$ cat config.mk
export PLATFORM = sky130hd
export DESIGN_NAME = interlockUnit
export DESIGN_NICKNAME = d
export VERILOG_FILES = /design/src/rtl/interlockPkg.sv /design/src/rtl/hazardDatapath.sv /design/src/rtl/hazardControl.sv /design/src/rtl/interlockUnit.sv
export SDC_FILE = /design/constraint.sdc
export NUM_CORES = 1
export LEC_CHECK = 0
export ABC_CLOCK_PERIOD_IN_PS = 1500
export BUFFER_PORTS_ARGS = -buffer_cell sky130_fd_sc_hd__buf_2
export CAP_MARGIN = 20
export CELL_PAD_IN_SITES_DETAIL_PLACEMENT = 1
export CELL_PAD_IN_SITES_GLOBAL_PLACEMENT = 1
export CORE_UTILIZATION = 27
export DETAILED_ROUTE_END_ITERATION = 16
export PLACE_DENSITY = 0.95
export SLEW_MARGIN = 30
export SYNTH_ARGS = -nofsm -noshare
export SYNTH_HDL_FRONTEND = slang
export SYNTH_SLANG_ARGS = --single-unit
$ cat constraint.sdc
create_clock -name vclk -period 1.5
set_input_delay 0 -clock vclk [all_inputs]
set_output_delay 0 -clock vclk [all_outputs]
set_load 0.02 [all_outputs]
$ cat src/rtl/interlockPkg.sv
package interlockPkg;

  // Strobes sent from the stall control to the datapath gating.
  typedef struct packed {
    logic holdFront;     // freeze PC and fetch/decode register
    logic insertBubble;  // turn the execute-bound slot into a no-op
  } stallStrobe_t;

  // Operand slots checked against later stages.
  localparam int OPERAND_N = 2;
  localparam int OP_FIRST  = 0;
  localparam int OP_SECOND = 1;

endpackage

$ cat src/rtl/hazardDatapath.sv
module hazardDatapath
  import interlockPkg::*;
#(
  parameter int REG_AW  = 5,
  parameter int LATER_N = 3,
  localparam int HIT_N  = OPERAND_N * LATER_N
) (
  input  logic [REG_AW-1:0]         decRs,
  input  logic [REG_AW-1:0]         decRt,
  input  logic                      decReadsRs,
  input  logic                      decReadsRt,
  input  logic [LATER_N*REG_AW-1:0] laterDest,
  input  logic [LATER_N-1:0]        laterRegWrite,
  input  logic                      decRegWrite,
  input  logic                      decMemWrite,
  input  stallStrobe_t              strobes,
  output logic [HIT_N-1:0]          hitVec,
  output logic                      pcWrEn,
  output logic                      ifIdWrEn,
  output logic                      idExBubble,
  output logic                      idExRegWrite,
  output logic                      idExMemWrite
);

  logic [REG_AW-1:0] opField [OPERAND_N];
  logic [OPERAND_N-1:0] opLive;

  // A field only counts when it is read and is not the hardwired zero register.
  always_comb begin
    opField[OP_FIRST]  = decRs;
    opField[OP_SECOND] = decRt;
    opLive[OP_FIRST]   = decReadsRs && (decRs != '0);
    opLive[OP_SECOND]  = decReadsRt && (decRt != '0);
  end

  // One comparator for each operand and later stage.
  for (genvar op = 0; op < OPERAND_N; op++) begin : g_op
    for (genvar st = 0; st < LATER_N; st++) begin : g_st
      logic [REG_AW-1:0] stDest;
      assign stDest = laterDest[st*REG_AW +: REG_AW];
      assign hitVec[op*LATER_N + st] =
        opLive[op] && laterRegWrite[st] && (stDest == opField[op]);
    end
  end

  // Front-end enables and the execute-bound control gating.
  always_comb begin
    pcWrEn       = !strobes.holdFront;
    ifIdWrEn     = !strobes.holdFront;
    idExBubble   = strobes.insertBubble;
    idExRegWrite = decRegWrite && !strobes.insertBubble;
    idExMemWrite = decMemWrite && !strobes.insertBubble;
  end

endmodule

$ cat src/rtl/hazardControl.sv
module hazardControl
  import interlockPkg::*;
#(
  parameter int LATER_N = 3,
  localparam int HIT_N  = OPERAND_N * LATER_N
) (
  input  logic [HIT_N-1:0] hitVec,
  output stallStrobe_t     strobes
);

  logic [OPERAND_N-1:0] opBlocked;

  // Reduce the hits of each operand over all later stages.
  for (genvar op = 0; op < OPERAND_N; op++) begin : g_red
    assign opBlocked[op] = |hitVec[op*LATER_N +: LATER_N];
  end

  always_comb begin
    strobes.holdFront    = |opBlocked;
    strobes.insertBubble = |opBlocked;
  end

endmodule

$ cat src/rtl/interlockUnit.sv
module interlockUnit
  import interlockPkg::*;
#(
  parameter int REG_AW  = 5,
  parameter int LATER_N = 3,
  localparam int HIT_N  = OPERAND_N * LATER_N
) (
  input  logic [REG_AW-1:0]         decRs,
  input  logic [REG_AW-1:0]         decRt,
  input  logic                      decReadsRs,
  input  logic                      decReadsRt,
  input  logic [LATER_N*REG_AW-1:0] laterDest,
  input  logic [LATER_N-1:0]        laterRegWrite,
  input  logic                      decRegWrite,
  input  logic                      decMemWrite,
  output logic                      pcWrEn,
  output logic                      ifIdWrEn,
  output logic                      idExBubble,
  output logic                      idExRegWrite,
  output logic                      idExMemWrite
);

  logic [HIT_N-1:0] hitVec;
  stallStrobe_t     strobes;

  hazardDatapath #(.REG_AW(REG_AW), .LATER_N(LATER_N)) u_dp (
    .decRs(decRs), .decRt(decRt),
    .decReadsRs(decReadsRs), .decReadsRt(decReadsRt),
    .laterDest(laterDest), .laterRegWrite(laterRegWrite),
    .decRegWrite(decRegWrite), .decMemWrite(decMemWrite),
    .strobes(strobes), .hitVec(hitVec),
    .pcWrEn(pcWrEn), .ifIdWrEn(ifIdWrEn), .idExBubble(idExBubble),
    .idExRegWrite(idExRegWrite), .idExMemWrite(idExMemWrite)
  );

  hazardControl #(.LATER_N(LATER_N)) u_ctl (
    .hitVec(hitVec),
    .strobes(strobes)
  );

endmodule

## Word-level counts from Yosys, hierarchy flattened

Cells that the tools add are included.

- Bits in registers: 0
- Bits of input ports: 32
- Output and inout bits: 5

- Eq/ne operators: 6
- Reduce and logical (&&, ||, !) cells: 20

Operators with widths:

| cell | number |
|---|---|
| $eq 5x5->1 | 6 |
| $logic_and 1x1->1 | 16 |
| $reduce_bool 5->1 | 2 |
| $reduce_or 6->1 | 1 |
| $logic_not 1->1 | 1 |

## Logic depth before layout (Yosys ltp)

- Word-level depth: 7
- Mapped depth: 6
- Depth with buffers taken out: 5

## Cells and area by module

From an unflattened synthesis, not the netlist that was laid out.

- Cell total of the unflattened synthesis: 61
- Area, all modules: 437.9 µm²

By module, submodules not included:

| module | times used | cells each | area an instance (µm²) |
|---|---|---|---|
| hazardDatapath | 1 | 57 | 416.6 |
| hazardControl | 1 | 4 | 21.3 |

## Least setup slack after synthesis

Ideal clock, no wire load.

- Path kind: in2out
- From: input decRt[0]
- To: output pcWrEn
- Arrival time: 1.278 ns
- Data required time: 1.500 ns
- Slack: 0.222 ns
- Stages on the path: 5
- Path through: or4_1 o21ai_0 a31oi_1 nor2_1 buf_4

- Longest elaborated chain between the ends: 6

RTL lines:

| what | RTL line | RTL |
|---|---|---|
| start, declared | interlockUnit.sv:9 | `input logic [REG_AW-1:0] decRt,` |
| $reduce_bool 5->1 | hazardDatapath.sv:33 | `opLive[OP_SECOND] = decReadsRt && (decRt != '0);` |
| $logic_and 1x1->1 | hazardDatapath.sv:33 |  |
| $logic_and 1x1->1 (2 in a row) | hazardDatapath.sv:42 | `opLive[op] && laterRegWrite[st] && (stDest == opField[op]);` |
| $reduce_or 6->1 * | hazardControl.sv:19 | `strobes.holdFront = \|opBlocked;` |
| $logic_not 1->1 * | -- |  |
| end, declared | interlockUnit.sv:16 | `output logic pcWrEn,` |

Mark *: on every way between the ends. The rest lies on a longest branch, timed or not.

## Worst setup path in the final report

- From: input decRt[0]
- To: output idExMemWrite

- Longest elaborated chain between the ends: 7

RTL lines:

| what | RTL line | RTL |
|---|---|---|
| $reduce_bool 5->1 | hazardDatapath.sv:33 |  |
| $logic_and 1x1->1 | hazardDatapath.sv:33 |  |
| $logic_and 1x1->1 (2 in a row) | hazardDatapath.sv:42 |  |
| $reduce_or 6->1 * | hazardControl.sv:20 | `strobes.insertBubble = \|opBlocked;` |
| $logic_not 1->1 * | hazardDatapath.sv:52 | `idExMemWrite = decMemWrite && !strobes.insertBubble;` |
| $logic_and 1x1->1 * | hazardDatapath.sv:52 |  |
| end, declared | interlockUnit.sv:20 | `output logic idExMemWrite` |

Marks and branches as above.

==> metrics <==
total power draw 178.5 uW; DIE WIDTH 40.51 um; syn nets 85; nets 123; min-delay src decMemWrite; min cycle time layout 1.364 ns; Final TNS setup 0 ns; RSZ-0062 raised after global routing no; Tot GR Track Use 19.71%; hold depth 3; router iterations before antenna repair 1; Worst slew margin 79.59%; ant diodes 0; DRC viols 0; WHS Endpoint idExMemWrite; IO Port Bufs 37; core area 1334 um2; Peak VDD IR 0.0001075 V; P&R area growth vs syn 52.19%; Final setup viols 0; fin. max-slew vios 0; largest area contributor in the netlist xor2_1; clock buf count 0; vias in the first global route 511; grt ovf 0; Worst Path Required 1.50 ns; status finished, final reports clean; die height 40.51 um; Syn Std Cell Area 400.4 um2; antenna violations before repair 0; Leakage Power 0.0002817 uW; Slew @ Worst Pin 0.3047 ns; layout cells sized above 1 43.82%; RD Place Congestion 0.8594; Tcrit/Tclk final 90.95%; drt total wl 1444 um; placed cells 104; number of distinct library cells after synthesis 12; HPWL Detailed 1291 um; endpoints failing hold 0; critical path endpoint category output pin; Setup crit start kind input port; Synth top area share 52.50%; CP Class in -> out; # rows 13; Vias/cell 4.942; Finished Layout Cells 104; pin count of the biggest net entering global routing 5; critical path arrival 1.36 ns; Seq. cell area 0 um2; Seq/Total Area, Yosys 0%; WL per Instance 13.88 um; cells after synthesis 53; fillers 199; Avg Cell Area, Syn 7.554 um2; antenna viol nets, final 0; Synth area leaders xor2_1, xnor2_1, nor4_1; FMAX 733.0 MHz; power density over the cells 292.9 nW/um2; Starting Density 30.02%; sequential cell count 0; first-pass GRT wire length 2194 um; die area 1641 um2; min-delay worst type in -> out; IO Pins 37; via count 514; Yosys warnings 0; CP max FO 4; drt first-iter violations 0; max-capacitance violation count 0
## synth_stat cells (all sizes together)
cell	count
xnor2	6
or4	2
or2	1
nand3	6
nor3b	2
buf	1
a31oi	2
o21ai	2
nor4	6
nor2	1
xor2	24
## cell families after synthesis
logic type	Yosys count	synth area share [%]
AND/OR/NAND/NOR	18	26.87
XOR/XNOR	30	65.62
buffers and inverters	1	1.876
AO/OA/AOI/OAI	4	5.622
## how the worst max path moves through the flow
stage	slack (ns)	start	to
finish	0.14	decRt[0]	idExMemWrite
global route	0.02	decRs[3]	idExBubble
CTS	0.06	decRs[3]	idExBubble
detailed placement	0.06	decRs[3]	idExBubble
global placement	0.07	decRs[3]	idExBubble
floorplan	0.22	decRt[0]	pcWrEn
## worst max-delay path: stages
cell and delay (ns):
buf_2 0.14, or4_1 0.54, o21ai_1 0.16, a31oi_1 0.09
nor3b_1 0.23, buf_2 0.21
## cells in the final DEF, fill, tap and decap left out
cell type,n
nand3_1,6
o21ai_1,2
a31oi_1,2
xnor2_1,6
nor4_1,4
xor2_1,24
or4_1,2
nor2_1,1
or2_1,1
nor3b_1,2
buf_2,37
nor4_2,2
## per-stage QoR
step	hold slack (ns)	setup WS, ns	instance area, um2	util, %
after floorplan	0.1806	0.2220	400.4	-
after global placement	0.3635	0.07053	596.8	44.75
after detailed placement	0.3749	0.06442	596.8	44.75
after CTS	0.3759	0.06052	596.8	44.75
after global routing	0.3781	0.02236	609.3	45.68
final	0.3767	0.1357	609.3	45.68
## layer usage
metal | global-route usage (%) | part of all wire [%]
met3 | 0.5556 | 7.1
met2 | 42.86 | 52
met4 | 0 | 0
met1 | 21.15 | 41
met5 | 0 | 0
## area by class of cell
type	count	area, um2	share of cell area (%)
multi-input cells	52	405.4	66.53
repair buffers	37	185.2	30.39
well taps	15	18.77	3.080
## where the power goes
| group | switching [uW] | internal [uW] |
|---|---|---|
| Combinational | 96.1 | 82.4 |
| Clock | 0 | 0 |
| Sequential | 0 | 0 |
| Total | 96.1 | 82.4 |
## timing repair
action / in CTS / in global routing
setup buffers: 0 / 0
endpoints found under the setup margin: 0 / 5
hold buffers: 0 / 0
resized for setup: 0 / 3
No activity file was read; power rests on OpenSTA's default activity.
